$ cat src/rtl/port_stat_pkg.sv
package port_stat_pkg;
  localparam int DATA_W = 8;
  localparam int ADDR_W = 2;
  localparam int SPD_W  = 3;

  // word selects
  localparam logic [ADDR_W-1:0] PG_SPEED = 2'd0;
  localparam logic [ADDR_W-1:0] PG_CTRL  = 2'd1;
  localparam logic [ADDR_W-1:0] PG_ERRS  = 2'd2;

  // control word bit positions
  localparam int B_UNREL = 0;
  localparam int B_SLPST = 1;
  localparam int B_SLPEN = 2;
  localparam int B_LOOP  = 3;
  localparam int B_STBY  = 4;
  localparam int B_HARD  = 5;
  localparam int B_CONN  = 6;
  localparam int B_RXOK  = 7;

  localparam logic [SPD_W-1:0] SPD_S400    = 3'd2;
  localparam logic [SPD_W-1:0] SPD_RSV_LOW = 3'd6;
endpackage

$ cat src/rtl/pstat_rst_sync.sv
module pstat_rst_sync #(
  parameter int STAGES = 2
) (
  input  logic clk,
  input  logic rst_n,
  output logic rst_i_n
);
  logic [STAGES-1:0] sync_q;
  logic [STAGES-1:0] sync_d;

  always_comb sync_d = {sync_q[STAGES-2:0], 1'b1};

  always_ff @(posedge clk or negedge rst_n) begin
    if (!rst_n) sync_q <= '0;
    else        sync_q <= sync_d;
  end

  assign rst_i_n = sync_q[STAGES-1];
endmodule

$ cat src/rtl/pstat_speed_reg.sv
module pstat_speed_reg
  import port_stat_pkg::*;
#(
  parameter int CAP_SPEED = 3
) (
  input  logic             clk,
  input  logic             rst_n,
  input  logic             wr_hit,
  input  logic [SPD_W-1:0] wr_code,
  input  logic             dual_mode,
  output logic [SPD_W-1:0] speed_o
);
  localparam logic [SPD_W-1:0] CAP_C = SPD_W'(CAP_SPEED);

  logic [SPD_W-1:0] spd_q, spd_d;
  logic             spd_en;
  logic             too_fast;

  always_comb begin
    too_fast = (wr_code > CAP_C) || (wr_code >= SPD_RSV_LOW);
    spd_d    = too_fast ? CAP_C : wr_code;
    spd_en   = wr_hit && !dual_mode;
  end

  always_ff @(posedge clk or negedge rst_n) begin
    if (!rst_n)      spd_q <= CAP_C;
    else if (spd_en) spd_q <= spd_d;
  end

  assign speed_o = dual_mode ? SPD_S400 : spd_q;
endmodule

$ cat src/rtl/pstat_err_cnt.sv
module pstat_err_cnt #(
  parameter int CNT_W = 8
) (
  input  logic             clk,
  input  logic             rst_n,
  input  logic             bump,
  input  logic             rd_clr,
  output logic [CNT_W-1:0] cnt_o
);
  localparam logic [CNT_W-1:0] CNT_MAX = {CNT_W{1'b1}};
  localparam logic [CNT_W-1:0] CNT_ONE = CNT_W'(1);

  logic [CNT_W-1:0] cnt_q, cnt_d;
  logic             cnt_en;

  always_comb begin
    cnt_en = bump || rd_clr;
    unique case ({rd_clr, bump})
      2'b11:   cnt_d = CNT_ONE;
      2'b10:   cnt_d = '0;
      2'b01:   cnt_d = (cnt_q == CNT_MAX) ? cnt_q : cnt_q + CNT_ONE;
      default: cnt_d = cnt_q;
    endcase
  end

  always_ff @(posedge clk or negedge rst_n) begin
    if (!rst_n)      cnt_q <= '0;
    else if (cnt_en) cnt_q <= cnt_d;
  end

  assign cnt_o = cnt_q;
endmodule

$ cat src/rtl/pstat_flags.sv
module pstat_flags (
  input  logic clk,
  input  logic rst_n,
  input  logic strap,
  input  logic wr_ctrl,
  input  logic w_clr_unrel,
  input  logic w_sleep,
  input  logic w_hard,
  input  logic fail_evt,
  input  logic loop_set,
  input  logic loop_clr,
  output logic unrel_q,
  output logic sleep_q,
  output logic hard_q,
  output logic loop_q
);
  logic init_q;
  logic unrel_d, unrel_en;
  logic sleep_d, sleep_en;
  logic hard_en;
  logic loop_d, loop_en;

  always_comb begin
    unrel_en = fail_evt || (wr_ctrl && w_clr_unrel);
    unrel_d  = fail_evt;
    sleep_en = init_q || wr_ctrl;
    sleep_d  = init_q ? strap : w_sleep;
    hard_en  = wr_ctrl;
    loop_en  = loop_set || loop_clr;
    loop_d   = !loop_clr;
  end

  always_ff @(posedge clk or negedge rst_n) begin
    if (!rst_n) init_q <= 1'b1;
    else        init_q <= 1'b0;
  end

  always_ff @(posedge clk or negedge rst_n) begin
    if (!rst_n)        unrel_q <= 1'b0;
    else if (unrel_en) unrel_q <= unrel_d;
  end

  always_ff @(posedge clk or negedge rst_n) begin
    if (!rst_n)        sleep_q <= 1'b0;
    else if (sleep_en) sleep_q <= sleep_d;
  end

  always_ff @(posedge clk or negedge rst_n) begin
    if (!rst_n)       hard_q <= 1'b0;
    else if (hard_en) hard_q <= w_hard;
  end

  always_ff @(posedge clk or negedge rst_n) begin
    if (!rst_n)       loop_q <= 1'b0;
    else if (loop_en) loop_q <= loop_d;
  end
endmodule

$ cat src/rtl/port_stat_page.sv
module port_stat_page
  import port_stat_pkg::*;
#(
  parameter int CAP_SPEED = 3,
  parameter int CNT_W     = 8
) (
  input  logic              clk,
  input  logic              rst_n,
  input  logic              sleep_strap,
  input  logic              dual_mode,
  input  logic              beta_active,
  input  logic              port_disabled,
  input  logic              raw_conn,
  input  logic              raw_rx_ok,
  input  logic              neg_fail,
  input  logic              sync_fail,
  input  logic              bad_code,
  input  logic              sleep_state,
  input  logic              standby_state,
  input  logic              loop_set,
  input  logic              bus_reset,
  input  logic              disconnect,
  input  logic              rd_en,
  input  logic              wr_en,
  input  logic [ADDR_W-1:0] addr,
  input  logic [DATA_W-1:0] wdata,
  output logic [DATA_W-1:0] rd_data,
  output logic [SPD_W-1:0]  max_speed_o,
  output logic              sleep_en_o,
  output logic              conn_o,
  output logic              rx_ok_o
);
  localparam logic [SPD_W-1:0] CAP_C = SPD_W'(CAP_SPEED);

  logic             rst_i_n;
  logic             wr_speed, wr_ctrl, rd_clr;
  logic [CNT_W-1:0] err_cnt;
  logic             unrel_q, sleep_q, hard_q, loop_q;
  logic             mask_link;
  logic [DATA_W-1:0] speed_word, ctrl_word;
  logic             wdata_unused;

  assign wdata_unused = ^{wdata[7:6], wdata[4:3], wdata[1]};

  pstat_rst_sync #(.STAGES(2)) u_rst (
    .clk(clk), .rst_n(rst_n), .rst_i_n(rst_i_n)
  );

  always_comb begin
    wr_speed = wr_en && (addr == PG_SPEED);
    wr_ctrl  = wr_en && (addr == PG_CTRL);
    rd_clr   = rd_en && (addr == PG_ERRS);
  end

  pstat_speed_reg #(.CAP_SPEED(CAP_SPEED)) u_speed (
    .clk(clk), .rst_n(rst_i_n), .wr_hit(wr_speed), .wr_code(wdata[SPD_W-1:0]),
    .dual_mode(dual_mode), .speed_o(max_speed_o)
  );

  pstat_err_cnt #(.CNT_W(CNT_W)) u_errs (
    .clk(clk), .rst_n(rst_i_n), .bump(bad_code), .rd_clr(rd_clr), .cnt_o(err_cnt)
  );

  pstat_flags u_flags (
    .clk(clk), .rst_n(rst_i_n), .strap(sleep_strap), .wr_ctrl(wr_ctrl),
    .w_clr_unrel(wdata[B_UNREL]), .w_sleep(wdata[B_SLPEN]), .w_hard(wdata[B_HARD]),
    .fail_evt(neg_fail || sync_fail), .loop_set(loop_set),
    .loop_clr(bus_reset || disconnect),
    .unrel_q(unrel_q), .sleep_q(sleep_q), .hard_q(hard_q), .loop_q(loop_q)
  );

  always_comb begin
    mask_link  = hard_q && port_disabled;
    conn_o     = raw_conn && !mask_link;
    rx_ok_o    = raw_rx_ok && !mask_link;
    sleep_en_o = sleep_q;

    speed_word = {beta_active, 1'b1, CAP_C, max_speed_o};

    ctrl_word          = '0;
    ctrl_word[B_UNREL] = unrel_q;
    ctrl_word[B_SLPST] = sleep_state;
    ctrl_word[B_SLPEN] = sleep_q;
    ctrl_word[B_LOOP]  = loop_q;
    ctrl_word[B_STBY]  = standby_state;
    ctrl_word[B_HARD]  = hard_q;
    ctrl_word[B_CONN]  = conn_o;
    ctrl_word[B_RXOK]  = rx_ok_o;

    rd_data = '0;
    if (rd_en) begin
      unique case (addr)
        PG_SPEED: rd_data = speed_word;
        PG_CTRL:  rd_data = ctrl_word;
        PG_ERRS:  rd_data = DATA_W'(err_cnt);
        default:  rd_data = '0;
      endcase
    end
  end
endmodule

$ cat config.mk
export PLATFORM = sky130hd
export DESIGN_NAME = port_stat_page
export DESIGN_NICKNAME = d
export VERILOG_FILES = /design/src/rtl/port_stat_pkg.sv /design/src/rtl/pstat_rst_sync.sv /design/src/rtl/pstat_speed_reg.sv /design/src/rtl/pstat_err_cnt.sv /design/src/rtl/pstat_flags.sv /design/src/rtl/port_stat_page.sv
export SDC_FILE = /design/constraint.sdc
export NUM_CORES = 1
export LEC_CHECK = 0
export ABC_AREA = 1
export BUFFER_PORTS_ARGS = -buffer_cell sky130_fd_sc_hd__buf_2
export CAP_MARGIN = 15
export CELL_PAD_IN_SITES_DETAIL_PLACEMENT = 1
export CELL_PAD_IN_SITES_GLOBAL_PLACEMENT = 2
export CORE_ASPECT_RATIO = 0.9
export CORE_MARGIN = 5
export CORE_UTILIZATION = 29
export DETAILED_ROUTE_END_ITERATION = 16
export PLACE_DENSITY_LB_ADDON = 0.2
export SYNTH_ARGS = -nofsm -noshare
export SYNTH_HDL_FRONTEND = slang
export SYNTH_HIERARCHICAL = 1
export SYNTH_SLANG_ARGS = --single-unit
$ cat constraint.sdc
create_clock -name clk -period 2.29 [get_ports clk]
set_clock_uncertainty 0.05 [all_clocks]
set_input_delay 0.3435 -clock clk [delete_from_list [all_inputs] [get_ports clk]]
set_output_delay 0.3435 -clock clk [all_outputs]
set_load 0.005 [all_outputs]
# Word-level counts from Yosys, hierarchy flattened
# Index checks and enable logic that the tools add are counted.
totals:
  out_inout_bits: 14
  regBits: 18
  word_cells: 46
  input_bits: 28
op_classes:
  addsub: 1
  mux: 7
  order_cmp: 2
  n_eq_ne: 7
  reduce_logical: 21
ops:
  columns: ["operator", "count"]
  rows:
  - ["8-bit one-hot mux with 3 select lines", 2]
  - ["8-bit two-way mux", 2]
  - ["8-bit by 1-bit adder with 8-bit output (second input constant)", 1]
  - ["8-bit == test (second input constant)", 1]
  - ["1-bit logical AND", 8]
  - ["1-bit logical OR", 7]
  - ["2-bit == test (second input constant)", 3]
  - ["3-bit two-way mux", 2]
  - ["2-bit by 1-bit == test with 1-bit output (second input constant)", 2]
  - ["3-bit greater-or-equal comparator (second input constant)", 1]
  - ["3-bit by 2-bit greater-than comparator with 1-bit output (second input constant)", 1]
  - ["1-bit zero test", 3]
  - ["3-bit AND reduction", 1]
  - ["3-bit nonzero test", 1]
  - ["2-bit zero test", 1]
  - ["2-bit != test (second input constant)", 1]
  - ["1-bit two-way mux", 1]

# Depth between registers and ports, before layout
# Gate-level depths: netlist of the first run.
depth:
  depth_word: 5
  depth_mapped: 12
  depth_no_buf: 11

# By module
# The synthesis of the first run kept the hierarchy.
modules_own_cells:
  columns: ["mod", "cells_each", "area_per_inst_um2", "seq_area_each_um2", "n_inst"]
  rows:
  - ["pstat_err_cnt", 83, 624.3, 200.2, 1]
  - ["port_stat_page", 53, 276.5, 0.0, 1]
  - ["pstat_flags", 22, 195.2, 126.4, 1]
  - ["pstat_speed_reg", 24, 163.9, 77.6, 1]
  - ["pstat_rst_sync", 3, 53.8, 50.0, 1]

# Least setup slack after synthesis of the first run
# OpenSTA, ideal clock, no wires.
synth_path:
  path_type: "input to register"
  startpoint: "input port addr[1]"
  endpoint: "register u_errs.cnt_q[2] (netlist: u_errs/cnt_o[2])"
  t_required_ns: 2.166
  path_slack_ns: 0.526
  n_path_buf: 2
  stages: 11
  setup_ns: 0.074
  arrival_ns: 1.640
  cell_sequence: "buf_6 inv_6 nor3_4 inv_1 ha_1 nor2_2 a21oi_4 nand2_4 buf_8 nand2_1 o21ai_2"
synth_between:
  elab_chain_len: 5
synth_lines:
  columns: ["element", "line", "source"]
  rows:
  - ["start: declaration", "port_stat_page.sv:25", "input logic [ADDR_W-1:0] addr,"]
  - ["2-bit == test *", "port_stat_page.sv:52", "rd_clr = rd_en && (addr == PG_ERRS);"]
  - ["1-bit logical AND *", "port_stat_page.sv:52", null]
  - ["via rd_clr", "port_stat_page.sv:36", "logic wr_speed, wr_ctrl, rd_clr;"]
  - ["2-bit by 1-bit == test with 1-bit output or 2-bit == test (tied branches)", "pstat_err_cnt.sv:18", "unique case ({rd_clr, bump})"]
  - ["2-bit != test (no source line) or 3-bit nonzero test (tied branches)", null, null]
  - ["3-bit AND reduction (no source line)", null, null]
  - ["end signal: assignment", "pstat_err_cnt.sv:28", "else if (cnt_en) cnt_q <= cnt_d;"]
  - ["end: declaration", "pstat_err_cnt.sv:13", "logic [CNT_W-1:0] cnt_q, cnt_d;"]
# Mark *: on every way through the listed nets, which the timed path passes. The rest lies on a longest branch.
# A chain may end at the register's enable or synchronous reset.

# Worst setup path in the final report of the first run
layout_path:
  startpoint: "input port addr[1]"
  endpoint: "register u_errs.cnt_q[7] (netlist: u_errs/cnt_o[7])"
# Same word-level chain as after synthesis.

==> results of run 1 <==
-- metal layers --
metal / part of all wire / wire length (um) / vias to the layer above
met3: 0.056 / 205 / 2
li1: - / - / 642
met2: 0.47 / 1740 / 27
met5: 0 / 0 / -
met4: 0.0052 / 19 / 0
met1: 0.47 / 1710 / 628
-- worst paths after layout --
path / start / end / slack [ps] / cells past startpoint
max: addr[1] / u_errs/cnt_o[7] / 350 / 11
min: u_rst/sync_q[1] / u_errs/cnt_o[0] / 240 / 0
max reg2reg: u_errs/cnt_o[1] / u_errs/cnt_o[7] / 820 / 8
min reg2reg: u_rst/sync_q[1] / u_errs/cnt_o[0] / 240 / 0
max in group asynchronous: u_rst/sync_q[1] / u_errs/cnt_o[6] / 1500 / 0
min in group clk: sleep_strap / u_flags/sleep_q / 240 / 3
-- Yosys cell counts, types with 3 or more instances --
master	number
ha_1	5
nand4_1	3
inv_2	5
nand2_2	3
nand2_1	54
o21ai_2	4
dfrtp_1	15
nand3_1	17
dfstp_2	3
nor2_1	19
inv_1	28
-- through the flow --
step	instance area [um2]	utilization	worst slack [ps]	hold WS, ps
final	1600	0.362	348	240
after global routing	1600	0.362	175	235
after CTS	1600	0.362	352	226
after detailed placement	1540	0.347	83.5	83.0
after global placement	1540	0.347	147	78.2
after floorplan	1310	-	526	-2.09
-- flip-flops by register name, indices dropped and copies added (netlist names) --
name / cells
u_flags/unrel_q: 1
u_flags/init_q: 1
u_speed/spd_q: 3
u_flags/loop_q: 1
u_errs/cnt_o: 8
u_rst/sync_q: 2
u_flags/hard_q: 1
u_flags/sleep_q: 1
-- layout make-up --
type                            instances  share of cell area
Clock buffer                            4              0.0343
Inverter                               34              0.0827
Multi-Input combinational cell        130               0.430
Sequential cell                        18               0.283
Tap cell                               62              0.0484
Timing Repair Buffer                   38               0.122
-- cells by family after synthesis --
group,share of synthesized area
buf+inv,0.130
compound gates,0.0857
other cells,0.00572
flops,0.346
simple gates,0.386
fa+ha+maj,0.0476
-- power by group --
part | total, mW | switching [mW] | internal (mW)
logic | 0.175 | 0.101 | 0.0740
registers | 0.380 | 0.0309 | 0.349
clock network | 0.263 | 0.111 | 0.153
==> flow_summary.yaml, run 1 <==
status:
  status: "completed"
global_routing:
  grt_max_degree: 17
  antenna_found_initial: 0
  globalRoute.busiestLayer: "met2"
  grtUsageMet2: 0.224
  track_usage: 0.135
  first_global_vias: 1302
  met1_usage: 0.180
  grt_pass1_wl_mm: 6.27
  overflow: 0
  met3_usage: 0.0282
placement:
  place_inst: 281
  dp_hpwl_mm: 3.02
  gp_congestion: 0.824
  port_buffers: 37
final_layout:
  mostFrequentLayoutCell: "nand2_1"
  layout.nets: 258
  seqCellArea_um2: 454
  diodes: 0
  fillers: 594
  fin_cells: 286
  final_layout_size_suffix_gt1_frac: 0.304
  synthToLayoutAreaGrowth_pct: 22.1
  multiInputGateArea_um2: 689
  most-common-layout-cells: "nand2_1 (54), buf_2 (37), inv_1 (28)"
critical_path:
  cpLargestDelayFamily: "simple AND/OR/NAND/NOR gates"
  path_class: "input pin to flop"
  slowest_delay_ps: 330
  cp-start-kind: "input pin"
  required_ps: 2390
  cp-end-kind: "flop"
  path_cells: "buf_2 -> inv_6 -> nor3_4 -> inv_1 -> ha_1 -> nor2_2 -> a21oi_4 -> nand2_4 -> inv_1 -> nand2_1 -> nand2_1"
  slowest_stage: "ha_1"
  path_max_fanout: 12
  arrival_ps: 2040
  crit_buf_inv: 4
clock_tree:
  cts-buffers-inserted: 3
  cts_tree: "yes"
  clockBufferDepth: 2
  postCtsHoldBufs: 1
  numClockSinks: 18
  clk-insertion-delay-late_ps: 250
  ctsHtreeMaxLevel: 1
  cts_resized: 0
  clkTransAtPathRegs_ps: 70
  cts_setup_buffers: 0
  cts_root_buf: "clkbuf_8"
detailed_routing:
  ant_nets: 0
  drt_iter0_markers: 48
  drt_pass1_iterations: 4
  via_count: 1299
  wl_mm: 3.67
  wl_per_cell_um: 12.8
  vias_per_cell: 4.54
  drc: 0
sta:
  hold_viol: 0
  setup_viol: 0
  finalCritPeriodShare: 0.848
  relSlewSlack: 0.531
  period_minus_slack_ps: 1940
  tightestPinTransition_ps: 703
  slew_viol_final: 0
  rsz0062_at_grt: "false"
  finalSetupTns_ps: 0
  fmax_ghz: 0.515
yosys:
  yosys.area.top_type: "dfrtp_1"
  ys.flop_type: "dfrtp_1"
  synth_area_leaders: "dfrtp_1 (29%), nand2_1 (15%), inv_1 (8.0%), nand3_1 (6.5%), dfstp_2 (6.0%)"
  syn_inst: 185
  yosys_warnings: 6
  synth_edf_count: 0
  syn_area_um2: 1310
  syn-num-nets: 218
  synthArstFlopShare: 1.00
  synth_seq_cells: 18
  synth.distinct_cells: 32
  synth_seq_area_share: 0.346
  avgSynthCellArea_um2: 7.10
  synth_top_area_frac: 0.286
floorplanning:
  rows: 23
  die_area_um2: 5980
  fp.dieW_um: 80.9
  io_pins: 42
  dieHeight_um: 73.9
  design.core.area_um2: 4430
  start_util: 0.296
min_path:
  min_path_type: "flop to asynchronous set/reset pin"
run:
  maxCapViolations: 0
power_and_ir_drop:
  total_power_uw: 818
  vdd_drop_max_mv: 0.326
  leakage_nw: 0.870
  power.density_nw_per_um2: 510
Note: power is estimated with default switching activity, not from simulation.
==> run 2: changes to the inputs <==
CORE_UTILIZATION = 24   (was 29)
clock period = 1.7 ns   (was 2.29 ns; I/O delays follow)
==> run 2 against run 1 <==
Power up 37%. Non-clock buffer count up 9. Register-to-register slack worse by 610 ps. Wire length down 0.41%. Utilization down 4.4 points. Clock-buffer cell count unchanged. Global-route usage down 2.1 points. Setup slack worse by 210 ps. First-iteration DRC count up 10%. Die area up 18%. Critical path type is now flop to primary output. Largest cell class unchanged. Largest power group unchanged. Highest routed layer unchanged.
==> flow_summary.yaml, run 2 (synthesis gave the netlist of run 1 again) <==
status:
  status: "completed"
floorplanning:
  start_util: 0.249
  dieHeight_um: 80.2
  die_area_um2: 7060
  design.core.area_um2: 5290
  rows: 25
  fp.dieW_um: 88.0
  io_pins: 42
clock_tree:
  cts-buffers-inserted: 3
  clockBufferDepth: 2
  cts_root_buf: "clkbuf_8"
  ctsHtreeMaxLevel: 1
  numClockSinks: 18
  cts_tree: "yes"
  clk-insertion-delay-late_ps: 250
  clkTransAtPathRegs_ps: 70
detailed_routing:
  ant_nets: 0
  wl_per_cell_um: 12.2
  drt_iter0_markers: 53
  vias_per_cell: 4.22
  drc: 0
  via_count: 1265
  drt_pass1_iterations: 4
  wl_mm: 3.66
global_routing:
  met1_usage: 0.160
  globalRoute.busiestLayer: "met2"
  overflow: 0
  met3_usage: 0.0174
  grtUsageMet2: 0.184
  grt_pass1_wl_mm: 6.30
  grt_max_degree: 17
  antenna_found_initial: 0
  track_usage: 0.114
  first_global_vias: 1363
final_layout:
  largest_reg_flops: 8
  layout.nets: 267
  final_layout_size_suffix_gt1_frac: 0.335
  most-common-layout-cells: "nand2_1 (54), buf_2 (37), inv_1 (28)"
  synthToLayoutAreaGrowth_pct: 27.9
  diodes: 0
  mostFrequentLayoutCell: "nand2_1"
  postLayoutCoreUtil: 0.318
min_path:
  min_from: "sleep_strap"
  min_path_type: "input pin to flop"
sta:
  setup_viol: 0
  finalCritPeriodShare: 0.922
  rsz0062_at_grt: "false"
  fmax_ghz: 0.638
  period_minus_slack_ps: 1570
  relSlewSlack: 0.566
  slew_viol_final: 0
  hold_viol: 0
  tightestPinTransition_ps: 651
critical_path:
  crit_start: "u_speed/spd_q[0]"
  path_class: "flop to primary output"
  cp-end-kind: "primary output"
  slowest_stage: "dfstp_2"
  cpLargestDelayFamily: "flip-flops"
  crit_buf_inv: 3
  cp-start-kind: "flop"
  arrival_ps: 1260
  path_cells: "inv_1 -> nor2_2 -> nand2_1 -> nand3_1 -> nand2_1 -> inv_1 -> buf_2"
  required_ps: 1390
  r2r_start: "u_errs/cnt_o[0]"
  path_max_fanout: 2
  slowest_delay_ps: 530
placement:
  port_buffers: 37
  gp_congestion: 0.734
  dp_hpwl_mm: 3.06
power_and_ir_drop:
  switchingPower_uw: 322
  internal_power_uw: 796
  comb_power_share: 0.238
  seqPwrFrac: 0.451
  leakage_nw: 0.915
  power.density_nw_per_um2: 666
  total_power_mw: 1.12
  p_clk_frac: 0.311
  swShare: 0.288
  vdd_drop_max_mv: 0.400
run:
  maxCapViolations: 0
[run 2: cell types whose count changed in the layout (fill, tap and decap cells not counted), sizes merged]
| cell | previous run | this run |
|---|---|---|
| buf | 37 | 46 |
[run 2: final cells by class]
class / count / area, um2
clock buffers: 4 / 55.1
fillers: 677 / 3610
inverters: 34 / 133
multi-input cells: 130 / 692
flip-flops and latches: 18 / 454
well taps: 67 / 83.8
repair buffers: 47 / 263
[run 2: power groups by stage]
stage / clock network, mW / registers (mW) / logic [mW]
floorplan: 0 / 0.505 / 0.163
global placement: 0 / 0.513 / 0.265
finish: 0.348 / 0.505 / 0.266
global route: 0.395 / 0.512 / 0.307
CTS: 0.371 / 0.506 / 0.271
detailed placement: 0 / 0.514 / 0.267
[run 2: per-stage QoR]
stage	hold slack [ps]	std cells	TNS, ps	setup slack [ps]	cell area [um2]
after global placement	-8.00	295	0	21.0	1610
after global routing	151	300	0	35.7	1680
after detailed placement	-7.51	295	-0.709	-0.709	1610
final	150	300	0	133	1680
after floorplan	-90.6	185	0	24.4	1310
after CTS	145	300	0	48.7	1680
[run 2: worst paths after layout]
check	to	slack, ps	cells past startpoint
worst max-delay path	rd_data[0]	130	7
worst min-delay path	u_flags/sleep_q	150	3
worst max register to register	u_errs/cnt_o[7]	210	8
worst min register to register	u_flags/hard_q	220	0
max in group asynchronous	u_errs/cnt_o[6]	960	0
min in group asynchronous	u_flags/hard_q	220	0
[run 2: timing repair]
item | in CTS | in global routing
gates resized for setup | 0 | 1
buffers inserted | 0 | 0
hold endpoints to repair | 2 | 0
setup endpoints to repair | 0 | 1
hold buffers | 1 | 0
[run 2: worst register-to-register path: stages (launching register included)]
cell     delay (ps)
dfrtp_1         430
ha_1            200
nand2_1         120
inv_2           140
nand3_4         120
nand2_4         170
inv_1            60
nand2_1          60
nand2_1          50
[run 2: metal layers]
metal  vias up  part of all wire
met1       580              0.51
met4         0            0.0036
li1        658                 -
met2        25              0.43
met5         -                 0
met3         2             0.056
